$ cat config.mk
export PLATFORM = sky130hd
export DESIGN_NAME = i2c_txbuf
export DESIGN_NICKNAME = d
export VERILOG_FILES = /design/src/rtl/i2c_txbuf_pkg.sv /design/src/rtl/i2c_txbuf_admit.sv /design/src/rtl/i2c_txbuf_store.sv /design/src/rtl/i2c_txbuf_status.sv /design/src/rtl/i2c_txbuf.sv
export SDC_FILE = /design/constraint.sdc
export NUM_CORES = 1
export LEC_CHECK = 0
export ABC_AREA = 1
export BUFFER_PORTS_ARGS = -buffer_cell sky130_fd_sc_hd__buf_4
export CAP_MARGIN = 20
export CORE_MARGIN = 1.5
export CORE_UTILIZATION = 40
export CTS_CLUSTER_DIAMETER = 200
export DETAILED_ROUTE_END_ITERATION = 12
export GPL_TIMING_DRIVEN = 0
export MAX_ROUTING_LAYER = met4
export PLACE_DENSITY = 0.75
export SYNTH_ARGS = -nofsm -noshare
export SYNTH_HDL_FRONTEND = slang
export SYNTH_HIERARCHICAL = 1
export SYNTH_SLANG_ARGS = --single-unit
$ cat constraint.sdc
create_clock -name clk -period 2.5 [get_ports clk]
set_input_delay 0.5 -clock clk [delete_from_list [all_inputs] [get_ports clk]]
set_output_delay 0.5 -clock clk [all_outputs]
set_load 0.1 [all_outputs]
$ cat src/rtl/i2c_txbuf_pkg.sv
package i2c_txbuf_pkg;
  // threshold select for the level status flag
  typedef enum logic {
    LVL_EMPTY = 1'b0,
    LVL_HALF  = 1'b1
  } lvl_mode_e;
endpackage

$ cat src/rtl/i2c_txbuf_admit.sv
// Decides how many of the bytes offered this cycle fit, and flags the rest.
module i2c_txbuf_admit #(
  parameter int DEPTH = 2,
  localparam int CNT_W = $clog2(DEPTH + 1)
) (
  input  logic [CNT_W-1:0] cnt,
  input  logic             pop_fire,
  input  logic             wr_one_en,
  input  logic             wr_two_en,
  input  logic             clear,
  output logic [CNT_W-1:0] n_take,
  output logic             ovf_evt
);
  logic [CNT_W:0] req;
  logic [CNT_W:0] space;

  always_comb begin
    if (clear)          req = '0;
    else if (wr_two_en) req = (CNT_W+1)'(2);
    else if (wr_one_en) req = (CNT_W+1)'(1);
    else                req = '0;
    space   = (CNT_W+1)'(DEPTH) - {1'b0, cnt} + (CNT_W+1)'(pop_fire);
    ovf_evt = (req > space);
    n_take  = ovf_evt ? space[CNT_W-1:0] : req[CNT_W-1:0];
  end
endmodule

$ cat src/rtl/i2c_txbuf_store.sv
// Circular slot storage with a read pointer and an occupancy count.
module i2c_txbuf_store #(
  parameter int DATA_W = 8,
  parameter int DEPTH  = 2,
  localparam int CNT_W = $clog2(DEPTH + 1),
  localparam int PTR_W = (DEPTH > 1) ? $clog2(DEPTH) : 1
) (
  input  logic              clk,
  input  logic              rst_n,
  input  logic              clear,
  input  logic              pop_fire,
  input  logic [CNT_W-1:0]  n_take,
  input  logic [DATA_W-1:0] byte0,
  input  logic [DATA_W-1:0] byte1,
  output logic [CNT_W-1:0]  cnt,
  output logic [CNT_W-1:0]  cnt_nxt,
  output logic [DATA_W-1:0] head
);
  logic [DATA_W-1:0] slot_q [DEPTH];
  logic [PTR_W-1:0]  rd_ptr_q;
  logic [CNT_W-1:0]  cnt_q;
  logic [PTR_W-1:0]  wr_base;
  logic [PTR_W-1:0]  wr_next;

  // DEPTH is a power of two, so pointer arithmetic wraps naturally
  assign wr_base = rd_ptr_q + PTR_W'(cnt_q);
  assign wr_next = wr_base + PTR_W'(1);

  assign cnt_nxt = clear ? '0 : (cnt_q - CNT_W'(pop_fire) + n_take);

  for (genvar g = 0; g < DEPTH; g++) begin : g_slot
    always_ff @(posedge clk) begin
      if (!clear) begin
        if (n_take != '0 && wr_base == PTR_W'(g))
          slot_q[g] <= byte0;
        else if (n_take >= CNT_W'(2) && wr_next == PTR_W'(g))
          slot_q[g] <= byte1;
      end
    end
  end

  always_ff @(posedge clk or negedge rst_n) begin
    if (!rst_n) begin
      cnt_q    <= '0;
      rd_ptr_q <= '0;
    end else begin
      cnt_q    <= cnt_nxt;
      rd_ptr_q <= clear ? '0 : rd_ptr_q + PTR_W'(pop_fire);
    end
  end

  assign cnt  = cnt_q;
  assign head = slot_q[rd_ptr_q];


  cnt_range_chk: assert property (@(posedge clk) disable iff (!rst_n)
    cnt_q <= CNT_W'(DEPTH));


  clear_empty_chk: assert property (@(posedge clk) disable iff (!rst_n)
    clear |=> (cnt_q == '0));
endmodule

$ cat src/rtl/i2c_txbuf_status.sv
// Level flag with selectable threshold, its edge pulse, and sticky overflow.
module i2c_txbuf_status
  import i2c_txbuf_pkg::*;
#(
  parameter int DEPTH = 2,
  localparam int CNT_W = $clog2(DEPTH + 1)
) (
  input  logic             clk,
  input  logic             rst_n,
  input  logic [CNT_W-1:0] cnt_nxt,
  input  lvl_mode_e        mode,
  input  logic             ovf_evt,
  input  logic             ovf_clr,
  output logic             lvl_flag,
  output logic             lvl_irq,
  output logic             ovf_flag
);
  logic lvl_q, irq_q, ovf_q;
  logic lvl_nxt;

  always_comb begin
    if (mode == LVL_HALF) lvl_nxt = (cnt_nxt <= CNT_W'(DEPTH / 2));
    else                  lvl_nxt = (cnt_nxt == '0);
  end

  always_ff @(posedge clk or negedge rst_n) begin
    if (!rst_n) begin
      lvl_q <= 1'b1;
      irq_q <= 1'b0;
      ovf_q <= 1'b0;
    end else begin
      lvl_q <= lvl_nxt;
      irq_q <= lvl_nxt & ~lvl_q;
      ovf_q <= (ovf_q & ~ovf_clr) | ovf_evt;
    end
  end

  assign lvl_flag = lvl_q;
  assign lvl_irq  = irq_q;
  assign ovf_flag = ovf_q;


  ovf_sticky_chk: assert property (@(posedge clk) disable iff (!rst_n)
    (ovf_q && !ovf_clr) |=> ovf_q);
endmodule

$ cat src/rtl/i2c_txbuf.sv
// Two-slot transmit byte queue: single/dual writes in, valid/ready bytes out.
module i2c_txbuf
  import i2c_txbuf_pkg::*;
#(
  parameter int DATA_W = 8,
  parameter int DEPTH  = 2,
  localparam int CNT_W = $clog2(DEPTH + 1)
) (
  input  logic                clk,
  input  logic                rst_n,
  input  logic                wr_one_en,
  input  logic [DATA_W-1:0]   wr_one_data,
  input  logic                wr_two_en,
  input  logic [2*DATA_W-1:0] wr_two_data,
  input  logic                clear_tx,
  input  logic                ovf_clr,
  input  logic                lvl_mode,
  output logic                pop_valid,
  input  logic                pop_ready,
  output logic [DATA_W-1:0]   pop_data,
  output logic [CNT_W-1:0]    fill_cnt,
  output logic                lvl_flag,
  output logic                lvl_irq,
  output logic                ovf_flag
);
  logic              pop_fire;
  logic [CNT_W-1:0]  cnt, cnt_nxt, n_take;
  logic              ovf_evt;
  logic [DATA_W-1:0] byte0, byte1;

  assign pop_valid = (cnt != '0);
  assign pop_fire  = pop_valid & pop_ready;
  assign fill_cnt  = cnt;

  // dual write wins over a coincident single write
  assign byte0 = wr_two_en ? wr_two_data[DATA_W-1:0] : wr_one_data;
  assign byte1 = wr_two_data[2*DATA_W-1:DATA_W];

  i2c_txbuf_admit #(.DEPTH(DEPTH)) admit_i (
    .cnt      (cnt),
    .pop_fire (pop_fire),
    .wr_one_en(wr_one_en),
    .wr_two_en(wr_two_en),
    .clear    (clear_tx),
    .n_take   (n_take),
    .ovf_evt  (ovf_evt)
  );

  i2c_txbuf_store #(.DATA_W(DATA_W), .DEPTH(DEPTH)) store_i (
    .clk     (clk),
    .rst_n   (rst_n),
    .clear   (clear_tx),
    .pop_fire(pop_fire),
    .n_take  (n_take),
    .byte0   (byte0),
    .byte1   (byte1),
    .cnt     (cnt),
    .cnt_nxt (cnt_nxt),
    .head    (pop_data)
  );

  i2c_txbuf_status #(.DEPTH(DEPTH)) status_i (
    .clk     (clk),
    .rst_n   (rst_n),
    .cnt_nxt (cnt_nxt),
    .mode    (lvl_mode_e'(lvl_mode)),
    .ovf_evt (ovf_evt),
    .ovf_clr (ovf_clr),
    .lvl_flag(lvl_flag),
    .lvl_irq (lvl_irq),
    .ovf_flag(ovf_flag)
  );


  head_hold_chk: assert property (@(posedge clk) disable iff (!rst_n)
    (pop_valid && !pop_ready && !clear_tx) |=> (pop_valid && $stable(pop_data)));


  ovf_cause_chk: assert property (@(posedge clk) disable iff (!rst_n)
    $rose(ovf_flag) |-> $past(wr_one_en || wr_two_en));


  lvl_empty_chk: assert property (@(posedge clk) disable iff (!rst_n)
    !$past(lvl_mode) |-> (lvl_flag == (fill_cnt == '0)));


  lvl_half_chk: assert property (@(posedge clk) disable iff (!rst_n)
    $past(lvl_mode) |-> (lvl_flag == (fill_cnt <= CNT_W'(DEPTH / 2))));


  irq_edge_chk: assert property (@(posedge clk) disable iff (!rst_n)
    lvl_irq |-> (lvl_flag && !$past(lvl_flag)));
endmodule

==> metrics.txt, run 1 <==
outcome complete, but fails checks; failing checks setup timing; Crit Path Max Fanout 3; synthesized cell area 0.001509 mm2; Pwr Density 1351 mW/mm2; sequential power share 0.207; core area 0.003633 mm2; clock skew 1.284 ps; largest cells by area after synthesis edfxtp_1 32%, nand2_1 20%, dfrtp_1 8.3%; nets 287; Seq/Total Area, Yosys 0.4187; H-tree depth reported by CTS 1; period utilisation layout 1.010; first-pass GRT wire length 4981 um; layout cells sized above 1 0.4718; Yosys reg bits 22; Req. time, crit path 2650 ps; area grow syn2layout 48.51%; Num CTS Buffers 3; Post-Route Utilization 0.6167; crit path DAT 2680 ps; Net Sw Frac 0.5306; GRT Total Usage 0.1561; pre-CTS setup slack -179.7 ps; Synth top area share 0.3184; root buf cell clkbuf_8; critical path type flop to flop; setup TNS -55.34 ps; first drt pass iteration count 4; Seq. cell area 639.4 um2; Diodes inserted 0; P_leak 1.132 nW; Overflow after GRT 0; Max Clk Rate 0.3959 GHz; io pins 46; Clock Pin Slew Worst Setup and Hold Paths 70 ps; internal power 1.421 mW; commonest non-fill, non-tap cell in the layout nand2_1; Worst Tran Pin Value 286.5 ps; Sink Count 22; area leader, netlist edfxtp_1; Max-Slew Margin vs Limit 0.8083; antenna violations before repair 0; final setup violation count 3; post-DP HPWL 2235 um; filler cell count 337; overall power 3.027 mW; CP max-delay cell dfrtp_4; multi-input logic area 869.6 um2; most used cell, CP nand2_2; Initial Util 0.4153; syn nets 230; Comb power frac 0.688; Yosys warning total 6; DR vias 1273; Final Critical Period 2526 ps; RSZ-0062 raised after global routing yes; max-cap violation count 0; Final Hold Fails 0; Gate Count Post-Synth 192; CTS tree built; PnR worst setup slack -26.13 ps; most frequent cells in the layout 74 x nand2_1, 50 x buf_4, 27 x inv_1; Die Span Y 64.42 um; CP startpoint kind flop; gpl congestion 0.8095; Post-Syn Area per Cell 7.859 um2; Peak VDD IR 0.5336 mV; Die Wd 64.42 um; Final Slew Violations 0; # DRC 0; min-delay worst type input port to asynchronous set/reset pin; routed vias/inst 4.301; wire per inst 9.892 um; post-synthesis cell type count 21; port buffer count 45; Std-Cell Rows 22; worst-path cell chain nor2_4, nor2_4, inv_2, ha_4, ha_4, ha_4, nand2_2, nand2_2, nand2_2, nand2_2, nand2_4, ha_4, xnor2_2, nand2_1, a21oi_2, inv_1, nand2_2, nor2_2; drt first-iter violations 44; clock tree buffer depth 2; Die ar. 0.004150 mm2; vias in the first global route 1197; final WL 2928 um; Net Sw Power 1.606 mW; Top Family by Delay on Critical Path adder cells; worst skew pair latency 250 ps; Clk pwr share 0.104; final antenna-violating net count 0; CP max stage delay 510 ps; CP bufs+invs 2; largest net degree at the start of global routing 14; critical path endpoint category flop
-- repair_timing --
item / in CTS / in global routing
hold buffers: 0 / 0
pin swaps: 13 / 12
setup buffers: 4 / 2
gates cloned: 0 / 1
setup endpoints to repair: 34 / 34
gates resized for setup: 8 / 14
-- worst register-to-register path, stage by stage, from the launching register on --
cell and delay (ps):
dfrtp_4 510, nor2_4 140, nor2_4 40, inv_2 60
ha_4 120, ha_4 200, ha_4 280, nand2_2 50
nand2_2 70, nand2_2 70, nand2_2 80, nand2_4 60
ha_4 180, xnor2_2 140, nand2_1 80, a21oi_2 140
inv_1 70, nand2_2 90, nor2_2 30
-- worst paths after layout --
check | cells past startpoint | slack, ps | from | endpoint
worst max-delay path | 18 | -30 | store_i/cnt[0] | status_i/lvl_irq
worst min-delay path | 1 | 40 | rst_n | store_i/cnt[1]
worst max register to register | 18 | -30 | store_i/cnt[0] | status_i/lvl_irq
worst min register to register | 1 | 500 | status_i/lvl_flag | status_i/lvl_irq
max in group asynchronous | 1 | 2270 | rst_n | status_i/lvl_flag
min in group clk | 2 | 420 | ovf_clr | status_i/ovf_flag
-- per-stage QoR --
stage	cell area, um2	hold WS [ps]	cells
after floorplan	1600	204.4	192
after global placement	1998	309.6	285
after detailed placement	1998	309.5	285
after CTS	2148	35.14	293
after global routing	2241	34.64	296
final	2241	36.30	296
-- cells by family (layout without fill, tap and decap cells) --
kind of cell,count (synthesis),in the layout,synth area share
xor gates and xnor gates,2,2,0.01161
and+or+nand+nor,104,104,0.3093
buffers and inverters,37,93,0.1169
AOI/OAI and AO/OA,21,21,0.09370
DFF,22,22,0.4187
adders and majority gates,6,6,0.04975
-- sequential cells by signal, indices dropped and copies added (netlist names) --
register / count
status_i/lvl_flag: 1
store_i/rd_ptr_q: 1
store_i/cnt: 2
store_i/slot_q: 16
status_i/ovf_flag: 1
status_i/lvl_irq: 1
-- power by group through the flow --
stage	Sequential (mW)	Combinational [mW]	Clock, mW
final	0.628	2.08	0.316
after global routing	0.641	2.22	0.332
after CTS	0.629	1.99	0.321
after detailed placement	0.652	1.88	0
after global placement	0.650	1.86	0
after floorplan	0.876	1.32	0
-- metal layers --
layer | track usage | wire, um | vias to the layer above
met1 | 0.2136 | 1435 | 538
li1 | - | - | 703
met2 | 0.2435 | 1356 | 30
met4 | 0.06383 | 36 | 0
met3 | 0.01042 | 101 | 2
met5 | - | 0 | -
-- Yosys cell counts --
cell type,n
buf_6,2
ha_1,6
nor2_1,6
dfrtp_1,5
nor2_2,1
a21oi_1,1
inv_2,3
nor2_8,1
nand2_1,80
inv_1,30
buf_8,2
nand3_1,2
xnor2_1,2
nand2_4,4
o21bai_1,1
o21ai_2,8
edfxtp_1,16
o21ai_1,10
dfstp_2,1
a21oi_2,1
nand2_2,10
-- layout make-up --
| type | count | area share |
|---|---|---|
| multi-input cells | 133 | 0.3881 |
| flip-flops and latches | 22 | 0.2853 |
| repair buffers | 52 | 0.1837 |
| inverters | 33 | 0.05639 |
| plain buffers | 4 | 0.02792 |
| well taps | 48 | 0.02680 |
| clock buffers | 3 | 0.01843 |
| clock inverters | 1 | 0.01340 |
No activity file was read; power rests on OpenSTA's default activity.
==> run 2, diff against run 1 <==
--- a/config.mk
+++ b/config.mk
@@ -12,7 +12,6 @@
 export CORE_UTILIZATION = 40
 export CTS_CLUSTER_DIAMETER = 200
 export DETAILED_ROUTE_END_ITERATION = 12
-export GPL_TIMING_DRIVEN = 0
 export MAX_ROUTING_LAYER = met4
 export PLACE_DENSITY = 0.75
 export SYNTH_ARGS = -nofsm -noshare
==> metrics.txt, run 2 (synthesized netlist as in run 1, its figures left out) <==
outcome complete, but fails checks; failing checks setup timing; clock skew 10.22 ps (+8.936 ps); worst-path cell chain nor2_4, nor2_4, inv_2, ha_4, ha_4, ha_4, nand2_2, nand2_2, nand2_2, nand2_2, nand2_2, ha_4, xnor2_2, nand2_1, a21oi_2, inv_1, nand2_2, nor2_2; Overflow after GRT 0 (unchanged); Die ar. 0.004150 mm2 (unchanged); Peak VDD IR 0.5387 mV (+0.95%); min-delay worst type input port to asynchronous set/reset pin; RSZ-0062 raised after global routing yes; Comb power frac 0.707 (+0.019); CP max stage delay 510 ps (about the same); routed vias/inst 4.478 (+4.1%); max-cap violation count 0 (unchanged); Req. time, crit path 2670 ps (+20 ps); Post-Route Utilization 0.5985 (-0.01825); commonest non-fill, non-tap cell in the layout nand2_1; most frequent cells in the layout 72 x nand2_1, 51 x buf_4, 28 x inv_1; largest net degree at the start of global routing 17 (+3); vias in the first global route 1158 (-3.3%); Die Wd 64.42 um (unchanged); Non-Filler Instances 295 (-0.34%); Initial Util 0.4153 (unchanged); max reg flops 16 (unchanged); hold_buf cts 0 (unchanged); wire per inst 10.85 um (+9.7%); first-pass GRT wire length 5209 um (+4.6%); crit path DAT 2720 ps (+40 ps); final antenna-violating net count 0 (unchanged); final WL 3202 um (+9.4%); # DRC 0 (unchanged); CP bufs+invs 2 (unchanged); Clk pwr share 0.075 (-0.029); P_leak 1.081 nW (-4.6%); Final Hold Fails 0 (unchanged); area grow syn2layout 44.11%; Pwr Density 1366 mW/mm2 (+1.1%); Worst Tran Pin Value 429.3 ps (+142.8 ps); Final Slew Violations 0 (unchanged); root buf cell clkbuf_8; internal power 1.306 mW (-8.1%); GRT Total Usage 0.1657 (+0.009627); Num CTS Buffers 3 (unchanged); clock tree buffer depth 2 (unchanged); Top Family by Delay on Critical Path adder cells; io pins 46 (unchanged); overall power 2.970 mW (-1.9%); drt first-iter violations 50 (+14%); core area 0.003633 mm2 (unchanged); most used cell, CP nand2_2; layout cells sized above 1 0.4453 (-0.02643); worst skew pair latency 260 ps (about the same); CP max-delay cell dfrtp_4; Max-Slew Margin vs Limit 0.7138 (-0.09450); first drt pass iteration count 4 (unchanged); Max Clk Rate 0.3928 GHz (-0.76%); port buffer count 45 (unchanged); critical path endpoint category flop; setup TNS -94.68 ps (-39.34 ps); # placed instances 286 (+0.35%); Crit Path Max Fanout 3 (unchanged); antenna violations before repair 0 (unchanged); DR vias 1321 (+3.8%); Post-DP Area 0.001983 mm2 (-0.75%); Net Sw Power 1.664 mW (+3.6%); PnR worst setup slack -45.54 ps (-19.41 ps); fin area 0.002175 mm2 (-3.0%); post-DP HPWL 2479 um (+11%); Sink Count 22 (unchanged); H-tree depth reported by CTS 1 (unchanged); Net Sw Frac 0.5602 (+0.02968); gpl congestion 0.7487 (-7.5%); period utilisation layout 1.018 (+0.007764); critical path type flop to flop; Die Span Y 64.42 um (unchanged); Clock Pin Slew Worst Setup and Hold Paths 80 ps (about the same); final setup violation count 4 (+1); Final Critical Period 2546 ps (+19.41 ps); Std-Cell Rows 22 (unchanged); hold slack 19.86 ps (-16.44 ps); largest reg by FF count store_i/slot_q; nets 286 (-0.35%); pre-CTS setup slack -144.2 ps (+35.47 ps); sequential power share 0.217 (+0.010); Diodes inserted 0 (unchanged); CP startpoint kind flop; CTS tree built
==> run 2: power by group through the flow <==
stage          clock [mW]  sequential, mW  combinational (mW)
2_1_floorplan           0           0.876                1.32
3_3_place_gp            0           0.650                1.87
3_5_place_dp            0           0.653                1.90
4_1_cts             0.223           0.646                1.97
5_1_grt             0.249           0.660                2.24
6_report            0.224           0.645                2.10
==> run 2: layout make-up <==
| class | instances | area, um2 |
|---|---|---|
| Multi-Input combinational cell | 134 | 875.8 |
| Fill cell | 322 | 1459 |
| Clock buffer | 3 | 41.29 |
| Sequential cell | 22 | 639.4 |
| Inverter | 33 | 128.9 |
| Timing Repair Buffer | 54 | 425.4 |
| Tap cell | 48 | 60.06 |
| Clock inverter | 1 | 3.754 |
==> run 2: worst reg2reg max path, delay by kind of cell, from the launching register on <==
| family | cells | cell delay [ps] |
|---|---|---|
| flip-flops | 1 | 510 |
| buffers and inverters | 2 | 130 |
| AO/OA/AOI/OAI | 1 | 150 |
| XOR/XNOR | 1 | 140 |
| adder cells (fa/ha/maj) | 4 | 790 |
| AND/OR/NAND/NOR | 10 | 740 |
==> run 2: timing repair <==
action                                 in CTS  in global routing
gates resized for setup                     8                 13
endpoints found under the hold margin       0                  0
setup endpoints to repair                  15                 35
pin swaps                                  14                 16
setup buffers                               1                  3
gates cloned                                0                  1
==> run 2: path summary, 6_finish.rpt <==
check                      cells after the start               from  slack, ps           endpoint
max in group asynchronous                      1              rst_n       2280  status_i/lvl_flag
min reg2reg                                    1  status_i/lvl_flag        500   status_i/lvl_irq
max                                           18     store_i/cnt[0]        -50   status_i/lvl_irq
min                                            1              rst_n         20  status_i/ovf_flag
max reg2reg                                   18     store_i/cnt[0]        -50   status_i/lvl_irq
min in group clk                               2            ovf_clr        400  status_i/ovf_flag
==> run 2: metal layers <==
layer | up-vias | part of all wire | track usage
li1 | 708 | - | -
met1 | 569 | 0.47 | 0.2374
met2 | 36 | 0.47 | 0.2357
met3 | 8 | 0.049 | 0.02257
met4 | 0 | 0.014 | 0.07181
met5 | - | 0 | -
==> run 3, diff against run 2 <==
--- a/config.mk
+++ b/config.mk
@@ -16,5 +16,4 @@
 export PLACE_DENSITY = 0.75
 export SYNTH_ARGS = -nofsm -noshare
 export SYNTH_HDL_FRONTEND = slang
-export SYNTH_HIERARCHICAL = 1
 export SYNTH_SLANG_ARGS = --single-unit
==> metrics.txt, run 3 <==
Final Slew Violations 0 (unchanged); Final Hold Fails 0 (unchanged); CP max stage delay 520 ps (about the same); Yosys reg bits 22 (unchanged); gpl congestion 0.8025 (+7.2%); Num CTS Buffers 3 (unchanged); worst-path cell chain inv_6, nand2_8, nand2_8, inv_2, ha_4, inv_2, ha_4, a21oi_4, buf_4, nand3b_4, nand2_8, nand2_8, nand2_4; Crit Path Max Fanout 12 (+9); synthesized cell area 0.001479 mm2 (-2.0%); layout cells sized above 1 0.4727 (+0.02731); CP startpoint kind flop; outcome complete, no violations; Die ar. 0.004071 mm2 (-1.9%); GRT Total Usage 0.1950 (+0.02927); io pins 46 (unchanged); main flop type after synthesis edfxtp_1; wire per inst 12.44 um (+15%); first-pass GRT wire length 6072 um (+17%); Die Span Y 63.81 um (-0.95%); core area 0.003442 mm2 (-5.3%); multi-input logic area 959.7 um2 (+9.6%); filler cell count 286 (-11%); max-cap violation count 0 (unchanged); Req. time, crit path 2470 ps (-200 ps); Die Wd 63.81 um (-0.95%); Gate Count Post-Synth 190 (-1.0%); R2R Path End store_i.slot_q[1][2]; largest reg by FF count store_i.slot_q; post-synthesis cell type count 23 (+9.5%); Worst Reg-to-Reg Cells 13 (-5); asr flop ratio synth 0.2727 (unchanged); Final Critical Period 2464 ps (-81.91 ps); nets 295 (+3.1%); R2R setup slack 40 ps (+80 ps); DR vias 1415 (+7.1%); Std-Cell Rows 21 (-4.5%); largest cells by area after synthesis edfxtp_1 32%, nand2_1 25%, dfrtp_1 8.5%; CTS tree built; drt first-iter violations 63 (+26%); FF-to-FF Start store_i.cnt[0]; vias in the first global route 1367 (+18%); port buffer count 45 (unchanged); period utilisation layout 0.9855 (-0.03276); antenna violations before repair 0 (unchanged); min-delay worst type input port to asynchronous set/reset pin; H-tree depth reported by CTS 1 (unchanged); most frequent cell after synthesis nand2_1; most used cell, CP nand2_8; clock skew 4.805 ps (-5.415 ps); Max Clk Rate 0.4059 GHz (+3.3%); critical path type flop to flop; RSZ-0062 raised after global routing yes; crit path DAT 2430 ps (-290 ps); most frequent cells in the layout 90 x nand2_1, 65 x buf_4, 16 x edfxtp_1; # placed instances 286 (unchanged); Max-Slew Margin vs Limit 0.7192 (+0.005436); post-DP HPWL 2772 um (+12%); # DRC 0 (unchanged); Worst Tran Pin Value 420.2 ps (-9.151 ps); setup TNS 0 ps (+94.68 ps); max reg flops 16 (unchanged); critical path endpoint category flop; worst skew pair latency 260 ps (about the same); area leader, netlist edfxtp_1; routed vias/inst 4.685 (+4.6%); CP max-delay cell dfrtp_4; root buf cell clkbuf_8; final setup violation count 0 (-4); Synth top area share 0.3249 (+0.006465); Seq/Total Area, Yosys 0.4272 (+0.008502); syn nets 228 (-0.87%); Diodes inserted 0 (unchanged); final antenna-violating net count 0 (unchanged); clock tree buffer depth 2 (unchanged); Sink Count 22 (unchanged); Overflow after GRT 0 (unchanged); Post-Syn Area per Cell 7.784 um2 (-0.96%); final WL 3757 um (+17%); Clock Pin Slew Worst Setup and Hold Paths 80 ps (about the same); largest net degree at the start of global routing 13 (-4); Initial Util 0.4297 (+0.01437); area grow syn2layout 55.41%; commonest non-fill, non-tap cell in the layout nand2_1; number of synthesized flops with an enable pin 16 (unchanged); Non-Filler Instances 302 (+2.4%); Seq. cell area 639.4 um2 (unchanged); Yosys warning total 0 (-6); top cells by count, synth 100 x nand2_1, 22 x nand3_1, 16 x edfxtp_1; first drt pass iteration count 4 (unchanged)
-- run 3: changes by cell type after synthesis, sizes merged, moves of 5 or more --
cell   previous run  this run
inv              33        18
nand2            94       107
nand3             2        22
nor2              8         3
o21ai            18         2
-- run 3: repair_timing --
action                     in CTS  in global routing
buffers inserted                4                  8
gates cloned                    0                  0
pin swaps                       4                 13
gates resized for setup         0                  8
setup endpoints to repair       2                 35
hold buffers                    0                  0
-- run 3: logic make-up after synthesis --
logic type               share of synthesized area
AND/OR/NAND/NOR                             0.4129
flip-flops                                  0.4272
XOR/XNOR                                   0.01100
AO/OA/AOI/OAI                              0.02115
adder cells (fa/ha/maj)                    0.05076
buffers and inverters                      0.07698
-- run 3: final cells by class --
| cell class | instances | share of cell area |
|---|---|---|
| multi-input cells | 145 | 0.4175 |
| flip-flops and latches | 22 | 0.2782 |
| repair buffers | 66 | 0.2210 |
| inverters | 19 | 0.03430 |
| well taps | 46 | 0.02504 |
| clock buffers | 4 | 0.02395 |
-- run 3: how the worst max path moves through the flow --
| stage | depth (start not counted) | start | endpoint |
|---|---|---|---|
| 3_3_place_gp | 20 | store_i.cnt[0] | status_i.lvl_irq |
| 6_report | 13 | store_i.cnt[0] | store_i.slot_q[1][2] |
| 3_5_place_dp | 20 | store_i.cnt[0] | status_i.lvl_irq |
| 4_1_cts | 19 | store_i.cnt[0] | status_i.lvl_irq |
| 5_1_grt | 20 | store_i.cnt[0] | status_i.lvl_irq |
| 2_1_floorplan | 19 | store_i.cnt[0] | status_i.lvl_irq |
-- run 3: routing by layer --
| layer | share of wire | GRT usage | routed length [um] |
|---|---|---|---|
| met1 | 0.43 | 0.2302 | 1611 |
| met2 | 0.51 | 0.3542 | 1928 |
| met3 | 0.040 | 0.01056 | 152 |
| met4 | 0.017 | 0.06250 | 65 |
| met5 | 0 | - | 0 |
-- run 3: metrics by stage --
| stage | utilization | setup WS (ps) | area (um2) | hold slack, ps |
|---|---|---|---|---|
| after floorplan | - | -271.7 | 1687 | 204.4 |
| after global placement | 0.6111 | 11.67 | 2103 | 311.3 |
| after detailed placement | 0.6111 | -33.32 | 2103 | 310.9 |
| after CTS | 0.6394 | -1.610 | 2201 | 32.62 |
| after global routing | 0.6678 | -77.38 | 2298 | 25.82 |
| final | 0.6678 | 36.37 | 2298 | 30.24 |
-- run 3: worst max-delay path: cells and delay by family (launching register included) --
family | cells | cell delay [ps]
and+or+nand+nor | 6 | 610
DFF | 1 | 520
adders and majority gates | 2 | 480
buffers and inverters | 4 | 340
AOI/OAI and AO/OA | 1 | 220
Power of run 3 is not shown: default switching activity piles up to over one toggle a cycle in this logic, so the estimate is an artifact.
